===== src/rtl/dp_round_pkg.sv =====
package dp_round_pkg;

   typedef enum logic [1:0] {
      RND_NEAREST_EVEN = 2'd0,
      RND_TO_ZERO      = 2'd1,
      RND_TO_POS       = 2'd2,
      RND_TO_NEG       = 2'd3
   } rnd_mode_e;

   // Directed mode that moves magnitude away from zero for this sign
   function automatic logic rnd_away(input rnd_mode_e mode, input logic sign);
      return (mode == RND_TO_POS && !sign) || (mode == RND_TO_NEG && sign);
   endfunction

endpackage


===== src/rtl/dp_rounder.sv =====
module dp_rounder
   import dp_round_pkg::*;
#(
   parameter int SIG_W = 56
) (
   input  logic             sign,
   input  rnd_mode_e        mode,
   input  logic [SIG_W-1:0] sig,
   output logic [SIG_W:0]   rounded,
   output logic             lost
);

   logic [SIG_W:0] incr;

   always_comb begin
      lost = |sig[2:0];
      incr = '0;
      if (lost) begin
         unique case (mode)
            RND_NEAREST_EVEN: incr = (SIG_W+1)'(3) + (SIG_W+1)'(sig[3]);
            RND_TO_ZERO:      incr = '0;
            default:          incr = rnd_away(mode, sign) ? (SIG_W+1)'(8) : '0;
         endcase
      end
      rounded = {1'b0, sig} + incr;
   end

endmodule


===== src/rtl/dp_sticky_shift.sv =====
module dp_sticky_shift #(
   parameter int SIG_W = 56,
   parameter int AMT_W = 15
) (
   input  logic [SIG_W-1:0] din,
   input  logic [AMT_W-1:0] amt,
   output logic [SIG_W-1:0] dout
);

   logic [SIG_W-1:0] drop_mask;
   logic [SIG_W-1:0] shifted;
   logic             dropped;

   generate
      if (SIG_W >= 2**AMT_W) begin : g_bad_amt
         $error("dp_sticky_shift: AMT_W too narrow for SIG_W");
      end
      for (genvar i = 0; i < SIG_W; i++) begin : g_mask
         assign drop_mask[i] = (amt > AMT_W'(i));
      end
   endgenerate

   assign shifted = (amt >= AMT_W'(SIG_W)) ? '0 : (din >> amt);
   assign dropped = |(din & drop_mask);
   assign dout    = {shifted[SIG_W-1:1], shifted[0] | dropped};

endmodule


===== src/rtl/dp_align.sv =====
module dp_align
   import dp_round_pkg::*;
#(
   parameter int EXP_W  = 11,
   parameter int FRAC_W = 52,
   parameter int XE_W   = EXP_W + 2
) (
   input  logic                     sign,
   input  rnd_mode_e                mode,
   input  logic                     flush_en,
   input  logic signed [XE_W-1:0]   exp_in,
   input  logic [FRAC_W+3:0]        sig_in,
   output logic                     flush_hit,
   output logic signed [XE_W+1:0]   a_exp,
   output logic [FRAC_W+3:0]        a_sig,
   output logic                     a_inexact
);

   localparam int SIG_W = FRAC_W + 4;
   localparam int XI_W  = XE_W + 2;
   localparam int BIAS  = 2**(EXP_W-1) - 1;
   localparam int EMIN  = 1 - BIAS;

   logic signed [XI_W-1:0] exp_x;
   logic [XI_W-1:0]        shift_amt;
   logic [SIG_W:0]         pre_round;
   logic                   pre_lost;
   logic [SIG_W-1:0]       shifted;
   logic                   tiny_in;
   logic                   promote;
   logic                   unused_pre;

   assign exp_x     = XI_W'(exp_in);
   assign shift_amt = XI_W'(XI_W'(EMIN) - exp_x);
   assign tiny_in   = exp_x < XI_W'(EMIN);
   assign flush_hit = tiny_in && flush_en;
   assign promote   = (exp_x == XI_W'(EMIN - 1)) && pre_round[SIG_W];
   assign unused_pre = ^{pre_round[3:0], pre_lost};

   dp_rounder #(.SIG_W(SIG_W)) u_pre_round (
      .sign    (sign),
      .mode    (mode),
      .sig     (sig_in),
      .rounded (pre_round),
      .lost    (pre_lost)
   );

   dp_sticky_shift #(.SIG_W(SIG_W), .AMT_W(XI_W)) u_denorm_shift (
      .din  (sig_in),
      .amt  (shift_amt),
      .dout (shifted)
   );

   always_comb begin
      a_exp     = exp_x;
      a_sig     = sig_in;
      a_inexact = 1'b0;
      if (tiny_in && !flush_en) begin
         a_exp = XI_W'(EMIN);
         if (promote) begin
            // value rounds up to the smallest normal: no longer tiny
            a_sig     = {pre_round[SIG_W:4], 3'b000};
            a_inexact = 1'b1;
         end else begin
            a_sig = shifted;
         end
      end
   end

endmodule


===== src/rtl/dp_pack.sv =====
module dp_pack
   import dp_round_pkg::*;
#(
   parameter int EXP_W  = 11,
   parameter int FRAC_W = 52,
   parameter int XI_W   = EXP_W + 4
) (
   input  logic                      sign,
   input  rnd_mode_e                 mode,
   input  logic                      uf_trap_en,
   input  logic                      flush_hit,
   input  logic signed [XI_W-1:0]    a_exp,
   input  logic [FRAC_W+3:0]         a_sig,
   input  logic                      a_inexact,
   output logic [EXP_W+FRAC_W:0]     result,
   output logic                      inexact,
   output logic                      underflow,
   output logic                      overflow
);

   localparam int SIG_W = FRAC_W + 4;
   localparam int BIAS  = 2**(EXP_W-1) - 1;
   localparam int EMAX  = BIAS;

   localparam logic [EXP_W-1:0]  EXP_ONES = '1;
   localparam logic [EXP_W-1:0]  EXP_BIG  = EXP_ONES - EXP_W'(1);
   localparam logic [FRAC_W-1:0] FRAC_ONE = FRAC_W'(1);

   logic [SIG_W:0]          rounded;
   logic                    lost;
   logic [SIG_W-1:0]        norm_sig;
   logic signed [XI_W-1:0]  fin_exp;
   logic [FRAC_W:0]         mant;
   logic [XI_W-1:0]         biased;
   logic                    unused_bits;

   dp_rounder #(.SIG_W(SIG_W)) u_final_round (
      .sign    (sign),
      .mode    (mode),
      .sig     (a_sig),
      .rounded (rounded),
      .lost    (lost)
   );

   // carry-out renormalisation
   assign norm_sig = rounded[SIG_W] ? rounded[SIG_W:1] : rounded[SIG_W-1:0];
   assign fin_exp  = rounded[SIG_W] ? a_exp + XI_W'(1) : a_exp;
   assign mant     = norm_sig[SIG_W-1:3];
   assign biased   = XI_W'(fin_exp + XI_W'(BIAS));
   assign unused_bits = ^{norm_sig[2:0], biased[XI_W-1:EXP_W]};

   always_comb begin
      inexact   = a_inexact | lost;
      underflow = lost & ~a_sig[SIG_W-1];
      overflow  = 1'b0;
      if (flush_hit) begin
         inexact   = 1'b1;
         underflow = 1'b1;
         result    = {sign, {EXP_W{1'b0}}, rnd_away(mode, sign) ? FRAC_ONE : '0};
      end else if (fin_exp > XI_W'(EMAX)) begin
         overflow = 1'b1;
         inexact  = 1'b1;
         if (mode == RND_NEAREST_EVEN || rnd_away(mode, sign))
            result = {sign, EXP_ONES, {FRAC_W{1'b0}}};
         else
            result = {sign, EXP_BIG, {FRAC_W{1'b1}}};
      end else if (!mant[FRAC_W]) begin
         if (uf_trap_en) underflow = 1'b1;
         result = {sign, {EXP_W{1'b0}}, mant[FRAC_W-1:0]};
      end else begin
         result = {sign, biased[EXP_W-1:0], mant[FRAC_W-1:0]};
      end
   end

endmodule


===== src/rtl/dp_round_pack.sv =====
module dp_round_pack
   import dp_round_pkg::*;
#(
   parameter int EXP_W  = 11,
   parameter int FRAC_W = 52,
   parameter int XE_W   = EXP_W + 2
) (
   input  logic                       clk,
   input  logic                       rst_n,
   input  logic                       in_valid,
   input  logic                       in_sign,
   input  logic signed [XE_W-1:0]     in_exp,
   input  logic [FRAC_W+3:0]          in_sig,
   input  logic [1:0]                 in_rnd_mode,
   input  logic                       in_flush_en,
   input  logic                       in_uf_trap_en,
   output logic                       out_valid,
   output logic [EXP_W+FRAC_W:0]      out_result,
   output logic                       out_inexact,
   output logic                       out_underflow,
   output logic                       out_overflow
);

   localparam int W     = 1 + EXP_W + FRAC_W;
   localparam int XI_W  = XE_W + 2;
   localparam int BIAS  = 2**(EXP_W-1) - 1;
   localparam int EMIN  = 1 - BIAS;
   localparam logic [EXP_W-1:0] EXP_ONES = '1;

   generate
      if (EXP_W < 3)         begin : g_bad_exp  $error("dp_round_pack: EXP_W below 3");  end
      if (FRAC_W < 2)        begin : g_bad_frac $error("dp_round_pack: FRAC_W below 2"); end
      if (XE_W < EXP_W + 2)  begin : g_bad_xe   $error("dp_round_pack: XE_W too narrow"); end
   endgenerate

   rnd_mode_e               mode;
   logic                    flush_hit;
   logic signed [XI_W-1:0]  a_exp;
   logic [FRAC_W+3:0]       a_sig;
   logic                    a_inexact;
   logic [W-1:0]            c_result;
   logic                    c_inexact, c_underflow, c_overflow;

   assign mode = rnd_mode_e'(in_rnd_mode);

   dp_align #(.EXP_W(EXP_W), .FRAC_W(FRAC_W), .XE_W(XE_W)) u_align (
      .sign      (in_sign),
      .mode      (mode),
      .flush_en  (in_flush_en),
      .exp_in    (in_exp),
      .sig_in    (in_sig),
      .flush_hit (flush_hit),
      .a_exp     (a_exp),
      .a_sig     (a_sig),
      .a_inexact (a_inexact)
   );

   dp_pack #(.EXP_W(EXP_W), .FRAC_W(FRAC_W), .XI_W(XI_W)) u_pack (
      .sign       (in_sign),
      .mode       (mode),
      .uf_trap_en (in_uf_trap_en),
      .flush_hit  (flush_hit),
      .a_exp      (a_exp),
      .a_sig      (a_sig),
      .a_inexact  (a_inexact),
      .result     (c_result),
      .inexact    (c_inexact),
      .underflow  (c_underflow),
      .overflow   (c_overflow)
   );

   always_ff @(posedge clk or negedge rst_n) begin
      if (!rst_n) begin
         out_valid     <= 1'b0;
         out_result    <= '0;
         out_inexact   <= 1'b0;
         out_underflow <= 1'b0;
         out_overflow  <= 1'b0;
      end else begin
         out_valid <= in_valid;
         if (in_valid) begin
            out_result    <= c_result;
            out_inexact   <= c_inexact;
            out_underflow <= c_underflow;
            out_overflow  <= c_overflow;
         end
      end
   end

   // result strobe follows the accepting edge
   assert_valid_rise_R1: assert property (@(posedge clk) disable iff (!rst_n)
      in_valid |=> out_valid);
   assert_valid_idle_R1: assert property (@(posedge clk) disable iff (!rst_n)
      !in_valid |=> !out_valid);

   // flushed tiny inputs leave a zero or one-ulp denormal with both flags
   assert_flush_result_R3: assert property (@(posedge clk) disable iff (!rst_n)
      (in_valid && in_flush_en && (in_exp < XE_W'(EMIN)))
      |=> (out_underflow && out_inexact && out_result[W-2 -: EXP_W] == '0
           && out_result[FRAC_W-1:0] <= FRAC_W'(1)));

   // deeply tiny inputs always land in the denormal encoding
   assert_deep_denorm_R5: assert property (@(posedge clk) disable iff (!rst_n)
      (in_valid && !in_flush_en && (in_exp < XE_W'(EMIN - 1)))
      |=> (out_result[W-2 -: EXP_W] == '0));

   // underflow only accompanies denormal or smallest-normal encodings
   assert_uf_range_R6: assert property (@(posedge clk) disable iff (!rst_n)
      (out_valid && out_underflow) |-> (out_result[W-2 -: EXP_W] <= EXP_W'(1)));

   // overflow is inexact, never underflow, and saturates to inf or max
   assert_no_overflow_mix_R8: assert property (@(posedge clk) disable iff (!rst_n)
      (out_valid && out_overflow)
      |-> (out_inexact && !out_underflow
           && (out_result[W-2 -: EXP_W] == EXP_ONES
               || (out_result[W-2 -: EXP_W] == EXP_ONES - EXP_W'(1)
                   && out_result[FRAC_W-1:0] == '1))));

   // with trap enable, any nonzero denormal encoding flags underflow
   assert_exact_denorm_uf_R9: assert property (@(posedge clk) disable iff (!rst_n)
      (in_valid && in_uf_trap_en && c_result[W-2 -: EXP_W] == '0
       && c_result[FRAC_W-1:0] != '0) |=> out_underflow);

endmodule


===== config.mk =====
export PLATFORM = sky130hd
export DESIGN_NAME = dp_round_pack
export DESIGN_NICKNAME = d
export VERILOG_FILES = /design/src/rtl/dp_round_pkg.sv /design/src/rtl/dp_rounder.sv /design/src/rtl/dp_sticky_shift.sv /design/src/rtl/dp_align.sv /design/src/rtl/dp_pack.sv /design/src/rtl/dp_round_pack.sv
export SDC_FILE = /design/constraint.sdc
export NUM_CORES = 1
export LEC_CHECK = 0
export BUFFER_PORTS_ARGS = -buffer_cell sky130_fd_sc_hd__buf_2
export CAP_MARGIN = 5
export CORE_UTILIZATION = 25
export CTS_CLUSTER_SIZE = 12
export DETAILED_ROUTE_END_ITERATION = 8
export PLACE_DENSITY = 0.44
export REMOVE_ABC_BUFFERS = 1
export SETUP_SLACK_MARGIN = 0.02
export SLEW_MARGIN = 0
export SYNTH_ARGS = -nofsm -noshare
export SYNTH_HDL_FRONTEND = slang
export SYNTH_SLANG_ARGS = --single-unit

===== constraint.sdc =====
create_clock -name clk -period 2.3 [get_ports clk]
set_input_delay 0.46 -clock clk [delete_from_list [all_inputs] [get_ports clk]]
set_output_delay 0.46 -clock clk [all_outputs]
set_load 0.1 [all_outputs]

Yosys cells after proc, flatten, opt, wreduce, memory -nomap -nowiden
Index checks and enable logic that the tools add are counted.
{"block": "totals", "regBits": 68, "word_cells": 120, "memories": 0, "latchBits": 0, "output_inout_bits": 68, "input_bits": 77, "romBits": 0, "mem_bits_rw": 0}
{"block": "op_classes", "n_addsub": 7, "mux": 26, "reduce_logical": 13, "n_div": 0, "n_lt_le_gt_ge": 59, "n_mul": 0, "n_eq_ne": 4, "shift": 1, "bitwise_logic": 5}
{"operator": "$gt 15x6->1 const B", "n": 24}
{"operator": "$gt 15x5->1 const B", "n": 16}
{"operator": "$mux 56", "n": 4}
{"operator": "$mux 63", "n": 3}
{"operator": "$gt 15x4->1 const B", "n": 8}
{"operator": "$add 56x57->57", "n": 2}
{"operator": "$pmux 57 s2", "n": 1}
{"operator": "$gt 15x3->1 const B", "n": 4}
{"operator": "$mux 57", "n": 1}
{"operator": "$and 56x56->56", "n": 1}
{"operator": "$reduce_or 56->1", "n": 1}
{"operator": "$shr 56x15->56", "n": 1}
{"operator": "$mux 53", "n": 1}
{"operator": "$gt 15x1->1 const B", "n": 2}
{"operator": "$gt 15x2->1 const B", "n": 2}
{"operator": "$mux 15", "n": 2}
{"operator": "$add 15x2->15 const B", "n": 1}
{"operator": "$ge 15x6->1 const B", "n": 1}
{"operator": "$gt 15x11->1 const B", "n": 1}
{"operator": "$sub 11x13->14 const A", "n": 1}
{"operator": "$eq 13x11->1 const B", "n": 1}
{"operator": "$lt 13x11->1 const B", "n": 1}
{"operator": "$add 11x11->11 const B", "n": 1}
{"operator": "$mux 1", "n": 11}
{"operator": "13 further kinds", "n": 24}

Depth between registers and ports, before layout
Gate-level depths: netlist of the first run.
{"block": "depth", "word_depth": 19, "depth_mapped": 35, "depth_no_buf": 24}

Modules after synthesis
Synthesis of the first run repeated with hierarchy kept, for this count alone.
{"block": "hier_totals", "hier_cells": 1798, "area_unflattened_um2": 14642.8}
{"module": "dp_sticky_shift", "instances": 1, "cells_per_inst": 736, "area_each_um2": 5037.3}
{"module": "dp_rounder", "instances": 2, "cells_per_inst": 213, "area_each_um2": 1435.1}
{"module": "dp_round_pack", "instances": 1, "cells_per_inst": 142, "area_each_um2": 2625.0}
{"module": "dp_pack", "instances": 1, "cells_per_inst": 306, "area_each_um2": 2219.6}
{"module": "dp_align", "instances": 1, "cells_per_inst": 188, "area_each_um2": 1890.6}

Worst setup path after synthesis of the first run
Ideal clock, no wire load.
{"block": "synth_timing", "path_type": "input to register", "startpoint": "in in_exp[0]", "endpoint": "reg out_result[61]", "path_buffers": 9, "t_arrival_ps": 7652, "cell_stages": 30, "slack_ps": -5423, "cell_sequence": "buf_4 -> inv_1 -> buf_2 -> buf_2 -> ha_1 -> clkbuf_1 -> buf_2 -> buf_2 -> buf_2 -> buf_1 -> mux4_2 -> nand2_1 -> and3_1 -> a211oi_1 -> a21oi_1 -> o22ai_1 -> a22o_1 -> nor3_1 -> nand2b_1 -> nor2b_1 -> ha_1 -> a21oi_1 -> o21ba_2 -> or2_2 -> clkbuf_1 -> a2111oi_0 -> mux2i_1 -> o211ai_1 -> or4b_2 -> nand4_1"}
{"block": "synth_via", "elab_chain_len": 15, "word_cells_on_any_way": 84, "cone_classes": "add/sub: 5; order compare: 59; eq/ne: 1; shift: 1; mux: 11; bitwise: 2; reduce/logical: 5"}
{"element": "start: declaration", "line_no": "dp_round_pack.sv:12", "rtl": "input logic signed [XE_W-1:0] in_exp,"}
{"element": "$sub 11x13->14", "line_no": "dp_align.sv:34", "rtl": "assign shift_amt = XI_W'(XI_W'(EMIN) - exp_x);"}
{"element": "$gt 15x1->1, or another cell as far along", "line_no": "dp_sticky_shift.sv:19", "rtl": "assign drop_mask[i] = (amt > AMT_W'(i));"}
{"element": "$and 56x56->56", "line_no": "dp_sticky_shift.sv:24", "rtl": "assign dropped = |(din & drop_mask);"}
{"element": "$reduce_or 56->1", "line_no": "dp_sticky_shift.sv:24"}
{"element": "$or 1x1->1", "line_no": "dp_sticky_shift.sv:25", "rtl": "assign dout = {shifted[SIG_W-1:1], shifted[0] | dropped};"}
{"element": "$mux 56", "line_no": "dp_align.sv:60", "rtl": "if (promote) begin"}
{"element": "$mux 56", "line_no": "dp_align.sv:58", "rtl": "if (tiny_in && !flush_en) begin"}
{"element": "$reduce_or 3->1", "line_no": "dp_rounder.sv:16", "rtl": "lost = |sig[2:0];"}
{"element": "$mux 4", "line_no": "dp_rounder.sv:18", "rtl": "if (lost) begin"}
{"element": "$add 56x57->57", "line_no": "dp_rounder.sv:25", "rtl": "rounded = {1'b0, sig} + incr;"}
{"element": "$mux 15", "line_no": "dp_pack.sv:47", "rtl": "assign fin_exp = rounded[SIG_W] ? a_exp + XI_W'(1) : a_exp;"}
{"element": "$add 11x11->11", "line_no": "dp_pack.sv:49", "rtl": "assign biased = XI_W'(fin_exp + XI_W'(BIAS));"}
{"element": "$mux 63", "line_no": "dp_pack.sv:67", "rtl": "end else if (!mant[FRAC_W]) begin"}
{"element": "$mux 63", "line_no": "dp_pack.sv:60", "rtl": "end else if (fin_exp > XI_W'(EMAX)) begin"}
{"element": "$mux 63 (*)", "line_no": "dp_pack.sv:56", "rtl": "if (flush_hit) begin"}
{"element": "end signal: assignment", "line_no": "dp_round_pack.sv:82", "rtl": "out_result <= c_result;"}
{"element": "end: declaration", "line_no": "dp_round_pack.sv:18", "rtl": "output logic [EXP_W+FRAC_W:0] out_result,"}
Every way passes the cells marked *; elsewhere a longest branch is shown, timed or not.
A chain may end at the register's enable or synchronous reset.

Worst setup path in the final report of the first run
{"block": "layout_timing", "startpoint": "in in_exp[0]", "endpoint": "reg out_result[29]"}
{"block": "layout_via", "elab_chain_len": 14, "word_cells_on_any_way": 83, "cone_classes": "add/sub: 4; order compare: 59; eq/ne: 1; shift: 1; mux: 11; bitwise: 2; reduce/logical: 5"}
{"element": "$sub 11x13->14", "line_no": "dp_align.sv:34"}
{"element": "$gt 15x1->1, or another cell as far along", "line_no": "dp_sticky_shift.sv:19"}
{"element": "$and 56x56->56", "line_no": "dp_sticky_shift.sv:24"}
{"element": "$reduce_or 56->1", "line_no": "dp_sticky_shift.sv:24"}
{"element": "$or 1x1->1", "line_no": "dp_sticky_shift.sv:25"}
{"element": "$mux 56", "line_no": "dp_align.sv:60"}
{"element": "$mux 56", "line_no": "dp_align.sv:58"}
{"element": "$reduce_or 3->1", "line_no": "dp_rounder.sv:16"}
{"element": "$mux 4", "line_no": "dp_rounder.sv:18"}
{"element": "$add 56x57->57", "line_no": "dp_rounder.sv:25"}
{"element": "$mux 15 / $mux 56 (equally long branches)", "line_no": "dp_pack.sv:47, dp_pack.sv:46"}
{"element": "$gt 15x11->1 / $mux 63 (equally long branches)", "line_no": "dp_pack.sv:60, dp_pack.sv:67"}
{"element": "$mux 63", "line_no": "dp_pack.sv:60"}
{"element": "$mux 63 (*)", "line_no": "dp_pack.sv:56"}
Marks and branches as above.

==> results.json, run 1 <==
{
  "synth_cell_types": 103,
  "hold_path.class": "in2async",
  "synth_flop_cell": "dfrtp_1",
  "worstPathMaxFanout": 8,
  "ys_ff_latch": 68,
  "route.detailed.drc": 0,
  "die_h_um": 222,
  "tightest_slew_ns": 0.956,
  "r2r_slack_ns": 1.45,
  "synthTopCellsByArea": "dfrtp_1 14%, mux4_2 9.3%, mux2i_1 7.0%",
  "viasPerCell": 5.92,
  "synth_top_family_by_area": "compound AO/OA/AOI/OAI gates",
  "worstReg2RegStart": "out_result[58]",
  "cp_slowest_cell": "a2111o_1",
  "dieWidth_um": 222,
  "ir_drop_uv": 491,
  "critPathMostFrequentCell": "buf_4",
  "finalMaxSlewViolations": 0,
  "grt_start_max_net_pins": 52,
  "area_delta_synth_final_pct": 63.9,
  "synth_top_cell_area_share_pct": 14.0,
  "fin_crit_ns": 6.43,
  "hold_viol_final": 0,
  "arrival_ns": 6.71,
  "yosys.area_share.adder_pct": 1.24,
  "place_inst": 2806,
  "cts_tree": "done",
  "die_area_um2": 49500,
  "slowest_delay_ns": 0.49,
  "r2r_cells": 1,
  "drive_above_1_share_pct": 50.3,
  "netlist_area_um2": 12100,
  "pwr_density_cell_nw_per_um2": 463,
  "cts.sinks": 68,
  "initial_core_util_pct": 25.4,
  "synth_xor_area_share_pct": 3.43,
  "worstPathRequired_ns": 2.57,
  "routed_wl_um": 87100,
  "gp_congestion": 1.04,
  "numCtsBuffers": 9,
  "muxShareOfSynthArea_pct": 19.9,
  "start_kind": "input pin",
  "fmax_mhz": 155,
  "ctsLongestPathBuffers": 2,
  "root_buffer": "clkbuf_16",
  "rsz0062_at_grt": "true",
  "post_drt_wl_per_cell_um": 30.4,
  "clkTransAtPathRegs_ns": 0.06,
  "post-place-ws_ns": -4.96,
  "worstSetupPathType": "in2reg",
  "avgSynthCellArea_um2": 7.97,
  "r2r-end": "out_result[58]",
  "setup_slack_ns": -4.13,
  "synth_edf_count": 0,
  "dr.pass1.iters": 5,
  "grt_pass1_vias": 16900,
  "grt_first_pass_wirelength_um": 123000,
  "period_share_pct": 280,
  "violations": "setup timing",
  "cts_max_level": 3,
  "fill_cells": 4935,
  "async_reset_ff_share_pct": 100,
  "power.leakage_uw": 0.00862,
  "cts-hold-fix-buffers": 0,
  "synthCells": 1523,
  "numPortBuffers": 144,
  "synth_compound_area_share_pct": 30.8,
  "drv_cap": 0,
  "num_io_pins": 145,
  "critPathCaptureType": "flop",
  "fin_skew_ns": 0,
  "finalNetCount": 2336,
  "routed-via-count": 17000,
  "yosysWarnings": 0,
  "ant_nets": 0,
  "final_core_util_pct": 41.6,
  "grt_use_total_pct": 34.5,
  "rows": 80,
  "status": "finished, violations left",
  "drt-initial-drc-count": 1690,
  "yosysSeqAreaShare_pct": 14.0,
  "synth_area_leader_cell": "dfrtp_1",
  "setup_violations": 66,
  "grt.overflow.total": 0,
  "maxSlewHeadroom_pct": 36.3,
  "dp_hpwl_um": 70000,
  "post_layout_nonfiller_instances": 2868,
  "synthSimpleGateAreaFrac_pct": 24.7,
  "grt_antenna_before_repair": 2,
  "insertion_delay_ns": 0.34,
  "core_area_um2": 47800
}
-- metal layers --
layer | up-vias | GRT usage [%] | routed length (um)
met1 | 8451 | 44.5 | 36900
met2 | 858 | 55.8 | 39000
met5 | - | 0 | 0
li1 | 7450 | - | -
met4 | 0 | 14.5 | 4440
met3 | 221 | 7.13 | 6790
-- where the power goes --
group          switching, uW  leakage, uW  internal (uW)
sequential               129     0.000836           1350
clock                    533     0.000153            977
combinational           3920      0.00763           2290
-- flip-flops by register name (all words and copies together), names as in the netlist --
register	flops
out_inexact	1
out_underflow	1
out_result	64
out_valid	1
out_overflow	1
-- worst max-delay path: cells and delay by family --
| family | cells | cell delay [ns] |
|---|---|---|
| buf+inv | 19 | 2.75 |
| compound gates | 10 | 2.62 |
| simple gates | 3 | 0.54 |
| mux | 1 | 0.30 |
-- area by class of cell --
cell class,count,area (um^2),share of cell area [%]
diodes,1,2.50,0.0126
multi-input cells,1297,10600,53.1
clock buffers,12,246,1.24
repair buffers,851,6450,32.4
well taps,615,769,3.87
flip-flops and latches,68,1700,8.55
inverters,20,77.6,0.390
clock inverters,4,72.6,0.365
-- cells in the mapped netlist (15+ instances only) --
cell and instances:
mux4_2 50, mux2i_1 85, nand2_1 159, buf_2 51, o21ai_0 65, nand2b_1 17
nand4_1 44, clkbuf_1 61, mux2_2 39, and3_1 15, nor2_1 135, o2bb2ai_2 20
xor2_1 15, dfrtp_1 68, inv_1 18, a32oi_1 17, nand3_1 52, o211ai_1 19
o22ai_1 16, nor3_1 30, nor4_1 23, a21oi_1 77, o2bb2ai_1 34, o31ai_1 22
a22oi_1 24, xnor2_1 27
-- layout by cell type (no fill, tap or decap), drive strengths merged, types with 50 or more instances in the layout --
cell and count:
o21ai 72, mux2i 85, o2bb2ai 54, nand2 159, dfrtp 68, nand3 52
buf 849, a21oi 78, mux4 50, nor2 135
-- per-stage QoR --
stage               area [um^2]  hold WS, ns  total power (uW)  TNS (ns)
floorplan                 11500        0.164              4450   -517.23
global placement          18200        0.422              7300   -322.94
detailed placement        18200        0.431              7260   -322.78
CTS                       19500       0.0554              9010   -253.95
global route              19900       0.0768              9490   -277.16
finish                    19900       0.0486              9200   -267.43
-- logic make-up after synthesis --
family,count (synthesis)
muxes,174
buffers and inverters,158
xor gates and xnor gates,45
AOI/OAI and AO/OA,484
adders and majority gates,12
DFF,68
and+or+nand+nor,582
-- worst max path at each step --
stage / start / slack, ns / cells after the start / to
floorplan: in_exp[0] / -8.34 / 22 / out_result[61]
CTS: in_exp[1] / -3.91 / 31 / out_result[22]
global placement: in_exp[0] / -4.93 / 28 / out_result[12]
detailed placement: in_exp[0] / -4.96 / 28 / out_result[62]
finish: in_exp[0] / -4.13 / 33 / out_result[29]
global route: in_exp[1] / -4.28 / 29 / out_result[29]
-- timing repair --
item                                    in CTS  in global routing
hold endpoints to repair                     0                  0
pin swaps                                   28                 32
setup buffers                               31                  8
endpoints found under the setup margin      66                 66
resized for setup                          113                 50
gates cloned                                 4                  2
(Power assumes the default switching activity.)
==> run 2, diff against run 1 <==
--- a/config.mk
+++ b/config.mk
@@ -10,7 +10,7 @@
 export CORE_UTILIZATION = 25
 export CTS_CLUSTER_SIZE = 12
 export DETAILED_ROUTE_END_ITERATION = 8
-export PLACE_DENSITY = 0.44
+export PLACE_DENSITY = 0.45
 export REMOVE_ABC_BUFFERS = 1
 export SETUP_SLACK_MARGIN = 0.02
 export SLEW_MARGIN = 0
==> constraint.sdc (replaced) <==
create_clock -name clk -period 5.31 [get_ports clk]
set_input_delay 1.062 -clock clk [delete_from_list [all_inputs] [get_ports clk]]
set_output_delay 1.062 -clock clk [all_outputs]
set_load 0.1 [all_outputs]
==> run 2 against run 1 <==
The flow still finishes with violations (setup timing). Clock skew stayed put. Utilization rose by 0.28 points. Global-route usage down 1.4 points. Non-clock buffer count is 16 lower. Sequential share of layout area is 0.057 points lower. Combinational power shrank 57%. Clock power is 62% lower. Register-to-register slack better by 3.0 ns. Power shrank 58%. Worst setup slack improved by 2.3 ns. Critical endpoint is now out_result[20]. Worst hold slack improved by 0.43 ns. Sequential power down 56%.
==> results.json, run 2 (synthesized netlist as in run 1, its figures left out) <==
{
  "fin_area_um2": 20000,
  "tightest_slew_ns": 1.19,
  "final_core_util_pct": 41.9,
  "worstPathRequired_ns": 5.59,
  "multiInputGateArea_um2": 10900,
  "grt.overflow.total": 0,
  "finalNetCount": 2320,
  "power.leakage_uw": 0.00858,
  "clkTransAtPathRegs_ns": 0.06,
  "setup_violations": 66,
  "seqCellArea_um2": 1700,
  "rows": 80,
  "p_sw_share_pct": 50.8,
  "num_io_pins": 145,
  "cp_slowest_cell": "or4b_4",
  "seqPwrFrac_pct": 16.6,
  "cp_top_family": "simple AND/OR/NAND/NOR gates",
  "p_clk_share_pct": 14.6,
  "worstPathMaxFanout": 8,
  "status": "finished, violations left",
  "fill_cells": 4938,
  "ant_nets": 0,
  "period_share_pct": 134,
  "grt_start_max_net_pins": 67,
  "dr.pass1.iters": 5,
  "insertion_delay_ns": 0.34,
  "hold_start": "out_overflow",
  "critPathCaptureType": "flop",
  "rsz0062_at_grt": "true",
  "combPwrFrac_pct": 68.8,
  "viasPerCell": 5.90,
  "setup_slack_ns": -1.82,
  "worstSetupPathType": "in2reg",
  "dp_hpwl_um": 67200,
  "p_int_uw": 1910,
  "arrival_ns": 7.40,
  "routed_wl_um": 84500,
  "cts-hold-fix-buffers": 0,
  "drive_above_1_share_pct": 52.0,
  "core_area_um2": 47800,
  "largest_reg_flops": 64,
  "worstReg2RegStart": "out_result[59]",
  "critPathMostFrequentCell": "buf_4",
  "dieWidth_um": 222,
  "cts_max_level": 3,
  "final_cell_mix": "654 x buf_4, 154 x nand2_1, 140 x buf_2, 112 x nor2_1, 82 x mux2i_1",
  "grt_pass1_vias": 16800,
  "fin_crit_ns": 7.13,
  "finalMaxSlewViolations": 0,
  "start_kind": "input pin",
  "fin_skew_ns": 0,
  "routed-via-count": 16900,
  "grt_first_pass_wirelength_um": 119000,
  "violations": "setup timing",
  "final_common_cell": "buf_4",
  "pwr_density_cell_nw_per_um2": 194,
  "ir_drop_uv": 189,
  "root_buffer": "clkbuf_16",
  "place_area_um2": 18100,
  "drt-initial-drc-count": 1835,
  "worstSetupStartpoint": "in_exp[1]",
  "cts_tree": "done",
  "die_area_um2": 49500,
  "grt_use_total_pct": 33.2,
  "drv_cap": 0,
  "initial_core_util_pct": 25.4,
  "post_drt_wl_per_cell_um": 29.6,
  "route.detailed.drc": 0,
  "maxSlewHeadroom_pct": 20.6,
  "hold_path.class": "reg2reg",
  "ctsLongestPathBuffers": 2,
  "hold_viol_final": 0,
  "grt_antenna_before_repair": 4,
  "fmax_mhz": 140,
  "p_switching_uw": 1970,
  "gp_congestion": 1.05,
  "cts.sinks": 68,
  "slowest_delay_ns": 0.58,
  "numCtsBuffers": 9,
  "whs_ns": 0.481,
  "die_h_um": 222,
  "area_delta_synth_final_pct": 65.0,
  "critical_path_buf_inv_count": 8,
  "numPortBuffers": 144,
  "top_register": "out_result"
}
[run 2: cell types whose count changed in the layout (fill, tap and decap cells not counted), moves of 6 or more]
cell / change
a21oi_1: -16
o2bb2ai_2: -11
buf_4: -22
a21oi_4: +7
o21ai_0: -8
buf_12: -6
a21oi_2: +9
nor2_2: +12
nor2_4: +7
buf_6: +13
o2bb2ai_4: +9
nor2_1: -19
[run 2: final timing paths]
path                             endpoint  slack (ns)  depth (start not counted)
max                        out_result[20]       -1.82                         30
min                          out_overflow        0.48                          1
max reg2reg                out_result[59]        4.47                          1
min reg2reg                  out_overflow        0.48                          1
max in group asynchronous   out_result[9]        3.75                          2
min in group asynchronous  out_result[54]        0.50                          1
[run 2: repair_timing]
item                                    4_1_cts  5_1_grt
gates cloned                                  4        4
pin swaps                                    57       46
resized for setup                           136      109
endpoints found under the setup margin       66       66
setup buffers                                32        5
[run 2: stage by stage]
stage,worst slack [ns],TNS (ns),std cells,total power [uW]
final,-1.82,-114.72,2854,3880
after global placement,-2.74,-178.80,2795,3100
after floorplan,-5.93,-358.30,1385,1930
after detailed placement,-2.93,-190.16,2795,3100
after global routing,-1.96,-125.08,2850,4010
after CTS,-1.65,-105.72,2844,3770
[run 2: layout make-up]
class                           count  area share [%]
Sequential cell                    68            8.50
Tap cell                          615            3.84
Inverter                           20           0.375
Clock inverter                      2          0.0500
Antenna cell                        4          0.0500
Clock buffer                       13            1.30
Timing Repair Buffer              835            31.3
Multi-Input combinational cell   1297            54.6
[run 2: per-layer routing]
layer	vias up	part of all wire, %	global-route usage, %
met5	-	0	0
met2	838	45	52.5
li1	7411	-	-
met3	211	7.3	6.31
met1	8392	43	43.1
met4	0	5.6	16.2
[run 2: power groups by stage]
| stage | Clock, uW | Combinational, uW | Sequential (uW) |
|---|---|---|---|
| after detailed placement | 0 | 2450 | 644 |
| after global placement | 0 | 2460 | 646 |
| after floorplan | 0 | 803 | 1130 |
| after CTS | 582 | 2550 | 638 |
| after global routing | 599 | 2760 | 652 |
| final | 568 | 2670 | 646 |
